<file path="src/rtl/sysclk_pkg.sv">
`timescale 1ns/1ps
package sysclk_pkg;

    typedef enum logic [1:0] {
        MODE_HIGH = 2'd0,
        MODE_LOW  = 2'd1,
        MODE_STOP = 2'd2
    } clk_mode_e;

    // bit positions of register A
    localparam int A_OSEL_LO  = 0;
    localparam int A_WAITGATE = 2;
    localparam int A_SUBEN    = 4;
    localparam int A_MAINOFF  = 5;
    localparam int A_DIV8     = 6;
    localparam int A_SRC      = 7;
    // bit positions of register B
    localparam int B_STOP     = 0;
    localparam int B_MAINDRV  = 5;
    localparam int B_DIV_LO   = 6;

    localparam logic [7:0] A_RESET    = 8'h48;
    localparam logic [7:0] B_RESET    = 8'h20;
    localparam logic [7:0] B_RSV_MASK = 8'h1E;

    localparam int DIV_MAX   = 16;
    localparam int DIV_CNT_W = $clog2(DIV_MAX);

    function automatic logic [DIV_CNT_W:0] div_ratio(input logic force8,
                                                    input logic [1:0] code);
        logic [DIV_CNT_W:0] r;
        if (force8) begin
            r = (DIV_CNT_W+1)'(8);
        end else begin
            unique case (code)
                2'b00:   r = (DIV_CNT_W+1)'(1);
                2'b01:   r = (DIV_CNT_W+1)'(2);
                2'b10:   r = (DIV_CNT_W+1)'(4);
                default: r = (DIV_CNT_W+1)'(DIV_MAX);
            endcase
        end
        return r;
    endfunction

endpackage

</file>
<file path="src/rtl/sysclk_regs.sv">
`timescale 1ns/1ps
module sysclk_regs
    import sysclk_pkg::*;
(
    input  logic       clk,
    input  logic       rst_n,
    input  logic       wr_en,
    input  logic       wr_addr,
    input  logic [7:0] wr_data,
    input  logic       prot_en,
    input  logic       wake_irq,
    input  clk_mode_e  mode_q,
    output logic [7:0] rega_q,
    output logic [7:0] regb_q,
    output logic       stop_nx,
    output logic       src_nx
);

    logic [7:0] rega_d;
    logic [7:0] regb_d;
    logic       wr_ok;
    logic       both_flip;
    logic       stop_entry;

    always_comb begin
        rega_d     = rega_q;
        regb_d     = regb_q;
        wr_ok      = wr_en & prot_en;
        both_flip  = (wr_data[A_SUBEN] != rega_q[A_SUBEN]) &&
                     (wr_data[A_SRC]   != rega_q[A_SRC]);
        stop_entry = 1'b0;

        if (wr_ok && !wr_addr) begin
            rega_d = wr_data;
            if (both_flip) begin
                rega_d[A_SRC] = rega_q[A_SRC];
            end
        end

        if (wr_ok && wr_addr) begin
            regb_d     = wr_data & ~B_RSV_MASK;
            stop_entry = wr_data[B_STOP] && !regb_q[B_STOP] && !wake_irq;
            if (stop_entry && (mode_q == MODE_HIGH)) begin
                rega_d[A_DIV8]    = 1'b1;
                regb_d[B_MAINDRV] = 1'b1;
            end
        end

        if (wake_irq) begin
            regb_d[B_STOP] = 1'b0;
        end
    end

    always_ff @(posedge clk or negedge rst_n) begin
        if (!rst_n) begin
            rega_q <= A_RESET;
            regb_q <= B_RESET;
        end else begin
            rega_q <= rega_d;
            regb_q <= regb_d;
        end
    end

    assign stop_nx = regb_d[B_STOP];
    assign src_nx  = rega_d[A_SRC];

endmodule

</file>
<file path="src/rtl/sysclk_mode_fsm.sv">
`timescale 1ns/1ps
module sysclk_mode_fsm
    import sysclk_pkg::*;
(
    input  logic      clk,
    input  logic      rst_n,
    input  logic      stop_nx,
    input  logic      src_nx,
    output clk_mode_e mode_q,
    output logic      run_main,
    output logic      run_sub,
    output logic      halted
);

    clk_mode_e mode_d;

    always_comb begin
        mode_d = mode_q;
        unique case (mode_q)
            MODE_HIGH: begin
                if (stop_nx)     mode_d = MODE_STOP;
                else if (src_nx) mode_d = MODE_LOW;
            end
            MODE_LOW: begin
                if (stop_nx)      mode_d = MODE_STOP;
                else if (!src_nx) mode_d = MODE_HIGH;
            end
            MODE_STOP: begin
                if (!stop_nx) mode_d = src_nx ? MODE_LOW : MODE_HIGH;
            end
            default: mode_d = MODE_HIGH;
        endcase
    end

    always_ff @(posedge clk or negedge rst_n) begin
        if (!rst_n) mode_q <= MODE_HIGH;
        else        mode_q <= mode_d;
    end

    always_comb begin
        run_main = 1'b0;
        run_sub  = 1'b0;
        halted   = 1'b0;
        unique case (mode_q)
            MODE_HIGH: run_main = 1'b1;
            MODE_LOW:  run_sub  = 1'b1;
            MODE_STOP: halted   = 1'b1;
            default:   halted   = 1'b1;
        endcase
    end

endmodule

</file>
<file path="src/rtl/sysclk_divider.sv">
`timescale 1ns/1ps
module sysclk_divider #(
    parameter int CNT_W = 4
) (
    input  logic           clk,
    input  logic           rst_n,
    input  logic           tick_in,
    input  logic [CNT_W:0] ratio,
    output logic           tick_out
);

    logic [CNT_W-1:0] cnt_q;
    logic [CNT_W-1:0] cnt_eff;
    logic [CNT_W-1:0] cnt_d;
    logic [CNT_W:0]   ratio_q;
    logic             restart;

    always_comb begin
        restart  = (ratio != ratio_q);
        cnt_eff  = restart ? '0 : cnt_q;
        tick_out = tick_in && ({1'b0, cnt_eff} == (ratio - 1'b1));
        if (tick_out)     cnt_d = '0;
        else if (tick_in) cnt_d = cnt_eff + 1'b1;
        else              cnt_d = cnt_eff;
    end

    always_ff @(posedge clk or negedge rst_n) begin
        if (!rst_n) begin
            cnt_q   <= '0;
            ratio_q <= '0;
        end else begin
            cnt_q   <= cnt_d;
            ratio_q <= ratio;
        end
    end

endmodule

</file>
<file path="src/rtl/sysclk_prescale.sv">
`timescale 1ns/1ps
module sysclk_prescale #(
    parameter int W = 5
) (
    input  logic clk,
    input  logic rst_n,
    input  logic tick_in,
    output logic tick_out
);

    logic [W-1:0] cnt_q;

    assign tick_out = tick_in && (&cnt_q);

    always_ff @(posedge clk or negedge rst_n) begin
        if (!rst_n)       cnt_q <= '0;
        else if (tick_in) cnt_q <= cnt_q + 1'b1;
    end

endmodule

</file>
<file path="src/rtl/sysclk_outmux.sv">
`timescale 1ns/1ps
module sysclk_outmux (
    input  logic [1:0] sel,
    input  logic       f_sub,
    input  logic       f_by8,
    input  logic       f_by32,
    output logic       pin_en,
    output logic       pin_tick
);

    always_comb begin
        pin_en   = 1'b1;
        pin_tick = 1'b0;
        unique case (sel)
            2'b00: pin_en   = 1'b0;
            2'b01: pin_tick = f_sub;
            2'b10: pin_tick = f_by8;
            2'b11: pin_tick = f_by32;
            default: pin_en = 1'b0;
        endcase
    end

endmodule

</file>
<file path="src/rtl/sysclk_ctrl.sv">
`timescale 1ns/1ps
module sysclk_ctrl
    import sysclk_pkg::*;
#(
    parameter int OUT_SLOW_W = 3,
    parameter int OUT_SLOWER_W = 5,
    parameter int SUB_SLOW_W = 5
) (
    input  logic       clk,
    input  logic       rst_n,
    input  logic       bus_wr,
    input  logic       bus_addr,
    input  logic [7:0] bus_wdata,
    output logic [7:0] bus_rdata,
    input  logic       prot_en,
    input  logic       wake_irq,
    input  logic       wait_mode,
    input  logic       main_tick,
    input  logic       sub_tick,
    output logic       sys_tick,
    output logic       periph_tick,
    output logic       sub32_tick,
    output logic       clkout_en,
    output logic       clkout_tick,
    output logic       main_osc_stop,
    output logic       sub_osc_en,
    output logic       stop_mode
);

    logic [7:0]         ctl0_q;
    logic [7:0]         ctl1_q;
    logic               stop_nx;
    logic               src_nx;
    clk_mode_e          mode_q;
    logic               run_main;
    logic               run_sub;
    logic               halted;
    logic               main_live;
    logic               sub_live;
    logic               main_div;
    logic               f_by8;
    logic               f_by32;
    logic [DIV_CNT_W:0] ratio;

    sysclk_regs u_regs (
        .clk      (clk),
        .rst_n    (rst_n),
        .wr_en    (bus_wr),
        .wr_addr  (bus_addr),
        .wr_data  (bus_wdata),
        .prot_en  (prot_en),
        .wake_irq (wake_irq),
        .mode_q   (mode_q),
        .rega_q   (ctl0_q),
        .regb_q   (ctl1_q),
        .stop_nx  (stop_nx),
        .src_nx   (src_nx)
    );

    sysclk_mode_fsm u_fsm (
        .clk      (clk),
        .rst_n    (rst_n),
        .stop_nx  (stop_nx),
        .src_nx   (src_nx),
        .mode_q   (mode_q),
        .run_main (run_main),
        .run_sub  (run_sub),
        .halted   (halted)
    );

    assign main_live = main_tick & ~ctl0_q[A_MAINOFF] & ~halted;
    assign sub_live  = sub_tick  &  ctl0_q[A_SUBEN]   & ~halted;
    assign ratio     = div_ratio(ctl0_q[A_DIV8], ctl1_q[B_DIV_LO +: 2]);

    sysclk_divider #(.CNT_W(DIV_CNT_W)) u_div (
        .clk      (clk),
        .rst_n    (rst_n),
        .tick_in  (main_live),
        .ratio    (ratio),
        .tick_out (main_div)
    );

    sysclk_prescale #(.W(OUT_SLOW_W)) u_by8 (
        .clk (clk), .rst_n (rst_n), .tick_in (main_live), .tick_out (f_by8)
    );

    sysclk_prescale #(.W(OUT_SLOWER_W)) u_by32 (
        .clk (clk), .rst_n (rst_n), .tick_in (main_live), .tick_out (f_by32)
    );

    sysclk_prescale #(.W(SUB_SLOW_W)) u_sub32 (
        .clk (clk), .rst_n (rst_n), .tick_in (sub_live), .tick_out (sub32_tick)
    );

    sysclk_outmux u_omux (
        .sel      (ctl0_q[A_OSEL_LO +: 2]),
        .f_sub    (sub_live),
        .f_by8    (f_by8),
        .f_by32   (f_by32),
        .pin_en   (clkout_en),
        .pin_tick (clkout_tick)
    );

    assign sys_tick      = (run_main & main_div) | (run_sub & sub_live);
    assign periph_tick   = main_live & ~(wait_mode & ctl0_q[A_WAITGATE]);
    assign main_osc_stop = ctl0_q[A_MAINOFF] | halted;
    assign sub_osc_en    = ctl0_q[A_SUBEN] & ~halted;
    assign stop_mode     = halted;
    assign bus_rdata     = bus_addr ? ctl1_q : ctl0_q;

endmodule

</file>
<file path="config.mk">
export PLATFORM = sky130hd
export DESIGN_NAME = sysclk_ctrl
export DESIGN_NICKNAME = d
export VERILOG_FILES = /design/src/rtl/sysclk_pkg.sv /design/src/rtl/sysclk_regs.sv /design/src/rtl/sysclk_mode_fsm.sv /design/src/rtl/sysclk_divider.sv /design/src/rtl/sysclk_prescale.sv /design/src/rtl/sysclk_outmux.sv /design/src/rtl/sysclk_ctrl.sv
export SDC_FILE = /design/constraint.sdc
export NUM_CORES = 1
export LEC_CHECK = 0
export BUFFER_PORTS_ARGS = -buffer_cell sky130_fd_sc_hd__buf_2
export CELL_PAD_IN_SITES_DETAIL_PLACEMENT = 1
export CELL_PAD_IN_SITES_GLOBAL_PLACEMENT = 1
export CORE_UTILIZATION = 47
export DETAILED_ROUTE_END_ITERATION = 10
export PLACE_DENSITY = 0.95
export SLEW_MARGIN = 20
export SYNTH_ARGS = -nofsm -noshare
export SYNTH_HDL_FRONTEND = slang
export SYNTH_SLANG_ARGS = --single-unit
</file>
<file path="constraint.sdc">
create_clock -name clk -period 8.11 [get_ports clk]
set_clock_uncertainty 0.2 [all_clocks]
set_input_delay 0.4055 -clock clk [delete_from_list [all_inputs] [get_ports clk]]
set_output_delay 0.4055 -clock clk [all_outputs]
set_load 0.01 [all_outputs]
</file>
==> results of run 1 <==
[routing by layer]
layer  track usage  share of wire  vias to the layer above
met5             0              0                        -
met4        0.0984          0.026                        0
met3        0.0599          0.026                       11
met2         0.397           0.53                       25
met1         0.274           0.42                      735
li1              -              -                      691
[worst max path at each step]
stage                                 from  cells after the start        to  slack [ps]
5_1_grt        u_fsm.mode_q[1]$_DFFE_PN0P_                      6  sys_tick        4430
6_report       u_fsm.mode_q[1]$_DFFE_PN0P_                      6  sys_tick        4640
3_5_place_dp   u_fsm.mode_q[1]$_DFFE_PN0P_                      6  sys_tick        4950
2_1_floorplan   u_regs.rega_q[6]$_DFF_PN1_                      7  sys_tick        5210
3_3_place_gp   u_fsm.mode_q[1]$_DFFE_PN0P_                      6  sys_tick        5030
4_1_cts        u_fsm.mode_q[1]$_DFFE_PN0P_                      6  sys_tick        4630
[kinds of logic after synthesis]
group | count (synthesis) | synth area share
adder cells (fa/ha/maj) | 8 | 0.0512
buffers and inverters | 13 | 0.0294
AND/OR/NAND/NOR | 64 | 0.177
multiplexers | 20 | 0.113
XOR/XNOR | 13 | 0.0582
flip-flops | 36 | 0.463
AO/OA/AOI/OAI | 23 | 0.108
[flip-flops by register name (all words and copies together), names as in the netlist]
signal and count:
u_div.ratio_q 5, u_by8.cnt_q 3, u_sub32.cnt_q 5, u_fsm.mode_q 2
u_regs.regb_q 4, u_regs.rega_q 8, u_div.cnt_q 4, u_by32.cnt_q 5
[worst max-delay path: cells and delay by family, from the launching register on]
family / cells / cell delay (ps)
AND/OR/NAND/NOR: 2 / 1130
AO/OA/AOI/OAI: 3 / 890
flip-flops: 1 / 430
buffers and inverters: 1 / 130
[power by group through the flow]
stage	logic, µW	registers, µW	clock network (µW)
detailed placement	198	283	0
global placement	187	278	0
global route	223	287	150
CTS	200	280	142
finish	198	280	141
floorplan	153	267	0
[final cells by class]
class	count	area, µm²
Fill cell	440	1750
Multi-Input combinational cell	128	993
Sequential cell	36	905
Timing Repair Buffer	32	160
Clock buffer	8	100
Tap cell	50	62.6
Inverter	8	30.0
[Yosys cell counts, types with 2 or more instances]
master	number	share of area
and3_1	4	0.013
xor2_1	4	0.018
a211oi_1	3	0.012
and2_1	2	0.0064
mux2_2	17	0.098
nor2b_1	5	0.016
inv_1	8	0.015
clkbuf_1	3	0.0058
or3_1	2	0.0064
nand3_1	3	0.0077
nand2b_1	3	0.0096
o21ai_0	3	0.0077
a21oi_1	3	0.0077
nand2_1	20	0.038
nand4b_1	2	0.0090
or2_2	3	0.0096
dfrtp_1	33	0.42
mux2i_1	3	0.015
dfstp_2	3	0.040
ha_1	8	0.051
nand4_1	5	0.016
nor2_1	9	0.017
xnor2_1	9	0.040
[stage by stage]
step | instance area (µm²) | util | hold WS, ps | std cells | worst slack (ps)
after floorplan | 1960 | - | -90.1 | 177 | 5210
after global placement | 2150 | 0.538 | 253 | 254 | 5030
after detailed placement | 2150 | 0.538 | 259 | 254 | 4950
after CTS | 2250 | 0.563 | 23.7 | 262 | 4630
after global routing | 2250 | 0.563 | 64.6 | 262 | 4430
final | 2250 | 0.563 | -10.0 | 262 | 4640
==> metrics.txt, run 1 <==
status complete, but fails checks; violated checks negative hold slack; Die Wd 66.5 µm; max_cap viols 0; Pwr Density 275 mW/mm²; Reg2Reg Depth 5; Synth Register Bits 36; HP Class in -> async; Slew headroom 0.296; largest net degree at the start of global routing 37; TritonCTS clock tree built; Core Region 0.00400 mm²; gr ovfl total 0; Detail Route Antenna Nets 0; sequential power share 0.453; post-synthesis cell type count 45; vias in the first global route 1527; chip height 66.5 µm; final worst path period share 0.428; Worst-Margin Slew 1050 ps; setup TNS 0 ps; Initial Util 0.489; syn nets 202; buffer depth of the longest clock path 2; Residual DRC 0; DIE AREA 0.00442 mm²; Crit-path slowest cell nor2_1; Arrival @ worst endpoint 2860 ps; RSZ-0062 raised after global routing no; first-pass GRT wire length 7.39 mm; Post-synth EDFFs 0; Final Total Pwr 619 µW; WP data required 7500 ps; Async SR Flop Fraction 1.00; Root Driver clkbuf_8; total global-route track usage 0.232; num rows 23; Clock Latency Late Sink 290 ps; final setup violation count 0; Yosys Warn Count 0; WL per Instance 17.0 µm; Switch Pwr 212 µW; clock sink count 36; Worst path max stage delay 800 ps; worst path cell trace or2_2, nor2_1, o21ai_0, a221oi_4, a31o_1, buf_2; Inserted Diodes 0; CP Class reg -> out; mapped cell area 0.00196 mm²; Final Max Slew Viols 0; total CTS buffers 5; Peak Freq 288 MHz; number of antenna violations at the first check in global routing 0; routability cong. 0.800; switching share of total power 0.344; Max VDD drop 0.144 mV; H-Tree Depth 2; Area Growth Syn to Fin 15.1%; Routed WL 4.46 mm; Crit Path Max Fanout 15; fraction of final layout cells sized beyond drive strength 1 0.335; clock group share of total power 0.228; IO buf count 32; hold_buf cts 0; reg-to-reg startpoint u_fsm.mode_q[1]$_DFFE_PN0P_; dominant register cell in the synthesized netlist dfrtp_1; final hold slack -10.0 ps; CTS resizes 0; Post-DP HPWL 3.36 mm; flop2flop setup slack 5370 ps; via count 1462; Int Pwr 406 µW; Gate power share 0.320; Post-Synthesis Cells 177; Initial DRC Count 77; Setup Fix Bufs, Post-CTS 0; Worst-path clk slew 70 ps; Synth Area per Inst 11.0 µm²; Static Leak 0.00109 µW; NumNets Final 236; minimum clock period 3470 ps; first-pass iteration count of the detailed router 4; most frequent cells in the layout dfrtp_1, buf_2, nand2_1; Seq/Total Area, Yosys 0.463; commonest non-fill, non-tap cell in the layout dfrtp_1; number of I/O pins 33; Via density 5.58; Hold Violations, Final 5; worst r2r dst u_div.cnt_q[1]$_DFF_PN0_; crit start category flip-flop; Worst setup EP type primary output
Note: power is estimated with default switching activity, not from simulation.
==> run 2: changes to the inputs <==
--- a/config.mk
+++ b/config.mk
@@ -5,12 +5,13 @@
 export SDC_FILE = /design/constraint.sdc
 export NUM_CORES = 1
 export LEC_CHECK = 0
+export ABC_AREA = 1
 export BUFFER_PORTS_ARGS = -buffer_cell sky130_fd_sc_hd__buf_2
 export CELL_PAD_IN_SITES_DETAIL_PLACEMENT = 1
 export CELL_PAD_IN_SITES_GLOBAL_PLACEMENT = 1
-export CORE_UTILIZATION = 47
+export CORE_UTILIZATION = 41
 export DETAILED_ROUTE_END_ITERATION = 10
-export PLACE_DENSITY = 0.95
+export PLACE_DENSITY = 0.89
 export SLEW_MARGIN = 20
 export SYNTH_ARGS = -nofsm -noshare
 export SYNTH_HDL_FRONTEND = slang
==> constraint.sdc (replaced) <==
create_clock -name clk -period 3.4 [get_ports clk]
set_clock_uncertainty 0.2 [all_clocks]
set_input_delay 0.17 -clock clk [delete_from_list [all_inputs] [get_ports clk]]
set_output_delay 0.17 -clock clk [all_outputs]
set_load 0.01 [all_outputs]
==> run 2 against run 1 <==
Effect of this change:
- largest cell class unchanged
- sequential power increased by 130%
- total power increased by 130%
- hold slack improved by 110 ps
- non-clock buffer count increased by 11
- synthesized cell count increased by 36%
- synthesized area increased by 2.2%
- the flow now finishes without violations
==> metrics.txt, run 2 <==
Detail Route Antenna Nets 0; Seq/Total Area, Yosys 0.453; Placed Cells 323; Routed WL 5.52 mm; RSZ-0062 raised after global routing no; Worst-Margin Slew 821 ps; CP Class reg -> out; Initial DRC Count 47; Area Growth Syn to Fin 20.2%; number of I/O pins 33; Synth top area share 0.413; first-pass iteration count of the detailed router 4; placed cell area 0.00221 mm²; final worst path period share 0.791; post-layout instance area 0.00240 mm²; Initial Util 0.426; Slew headroom 0.452; Biggest register u_regs.rega_q; post-layout utilization of the core 0.512; commonest non-fill, non-tap cell in the layout nand2_1; reg-to-reg startpoint u_regs.regb_q[7]$_DFFE_PN0P_; crit start category flip-flop; Post-DP HPWL 3.65 mm; fraction of final layout cells sized beyond drive strength 1 0.226; setup TNS 0 ps; number of antenna violations at the first check in global routing 0; hold_sp sub_tick; flop2flop setup slack 1130 ps; Synth Register Bits 36; Static Leak 0.00129 µW; vias in the first global route 2003; Root Driver clkbuf_8; Core Region 0.00469 mm²; Peak Freq 372 MHz; minimum clock period 2690 ps; hold depth 4; post-synthesis cell type count 31; WHS Endpoint u_sub32.cnt_q[4]$_DFFE_PN0P_; max FFs per register 8; most frequent cell after synthesis nand2_1; HP Class in -> reg; Hold Violations, Final 0; largest net degree at the start of global routing 37; number of fill cells 573; final hold slack 99.2 ps; dominant register cell in the synthesized netlist dfrtp_1; Crit Path Max Fanout 8; Die Wd 71.8 µm; final setup violation count 0; Post-Layout Cell Count 341; status finished clean; Reg2Reg Depth 11; worst r2r dst u_div.cnt_q[2]$_DFF_PN0_; WP data required 3030 ps; most frequent cells in the layout nand2_1, inv_1, dfrtp_1; via count 1779; H-Tree Depth 2; routability cong. 0.765; buffer depth of the longest clock path 2; Synth Area per Inst 8.29 µm²; mapped cell area 0.00200 mm²; gr ovfl total 0; max_cap viols 0; Residual DRC 0; leading area contributor after synthesis dfrtp_1; syn nets 266; total global-route track usage 0.242; Yosys Warn Count 0; Multi-input gate area 928 µm²; Via density 5.22; Pwr Density 599 mW/mm²; Async SR Flop Fraction 1.00; Synth area leaders dfrtp_1, nand2_1, inv_1, ha_1, dfstp_2; Post-Synthesis Cells 241; Final Max Slew Viols 0; Worst setup EP type primary output; chip height 71.8 µm; Commonest cells post-synth nand2_1, dfrtp_1, inv_1, nor2_1, o21ai_0; first-pass GRT wire length 9.38 mm; NumNets Final 311; crit path launch u_regs.regb_q[7]$_DFFE_PN0P_; Arrival @ worst endpoint 2320 ps; DIE AREA 0.00516 mm²; Inserted Diodes 0; register area 905 µm²; clock sink count 36; TritonCTS clock tree built; IO buf count 32; total CTS buffers 5; Clock Latency Late Sink 290 ps; Post-synth EDFFs 0; WL per Instance 16.2 µm; Max VDD drop 0.337 mV; Worst-path clk slew 80 ps; num rows 25
-- run 2: kinds of logic after synthesis --
| logic type | Yosys count | share of synthesized area |
|---|---|---|
| AND/OR/NAND/NOR | 120 | 0.301 |
| buffers and inverters | 42 | 0.0827 |
| AO/OA/AOI/OAI | 25 | 0.0695 |
| adder cells (fa/ha/maj) | 8 | 0.0501 |
| flip-flops | 36 | 0.453 |
| XOR/XNOR | 10 | 0.0438 |
-- run 2: worst max-delay path by stage --
| stage | end | slack [ps] | cells past startpoint |
|---|---|---|---|
| after floorplan | sys_tick | 1430 | 11 |
| after global placement | sys_tick | 1110 | 11 |
| after detailed placement | sys_tick | 1050 | 11 |
| after CTS | sys_tick | 720 | 11 |
| after global routing | sys_tick | 540 | 11 |
| final | sys_tick | 710 | 11 |
-- run 2: repair_timing --
action / CTS / global route
hold endpoints to repair: 46 / 0
buffers inserted: 0 / 0
hold buffers: 10 / 0
resized for setup: 0 / 0
-- run 2: worst max-delay path, cell delays in order, from the launching register on --
cell and delay, ps:
dfrtp_1 520, nor2_4 210, nand2_1 130, ha_1 260, xor2_1 200, inv_1 60, nand2_1 70, o21ai_1 70
nor2_2 180, nand3_1 110, nand2_1 80, buf_2 130
-- run 2: cell type report --
type / instances / area share
Multi-Input combinational cell: 163 / 0.387
Inverter: 37 / 0.0578
Sequential cell: 36 / 0.377
Timing Repair Buffer: 43 / 0.112
Clock inverter: 1 / 0.00313
Tap cell: 54 / 0.0281
Clock buffer: 7 / 0.0360
-- run 2: layer usage --
| metal | share of wire | global-route usage | wire (µm) | vias up |
|---|---|---|---|---|
| li1 | - | - | - | 845 |
| met1 | 0.40 | 0.272 | 2230 | 864 |
| met2 | 0.52 | 0.430 | 2880 | 52 |
| met3 | 0.040 | 0.0647 | 221 | 18 |
| met4 | 0.033 | 0.105 | 180 | 0 |
| met5 | 0 | 0 | 0 | - |
-- run 2: stage by stage --
| step | total power [µW] | worst slack (ps) |
|---|---|---|
| 2_1_floorplan | 962 | 1430 |
| 3_3_place_gp | 1070 | 1110 |
| 3_5_place_dp | 1100 | 1050 |
| 4_1_cts | 1430 | 722 |
| 5_1_grt | 1550 | 539 |
| 6_report | 1440 | 710 |
-- run 2: power breakdown --
| part | switching, µW | internal (µW) | leakage [µW] |
|---|---|---|---|
| Clock | 159 | 165 | 0.0000445 |
| Combinational | 291 | 181 | 0.000806 |
| Sequential | 96.4 | 548 | 0.000444 |
| Total | 546 | 893 | 0.00129 |
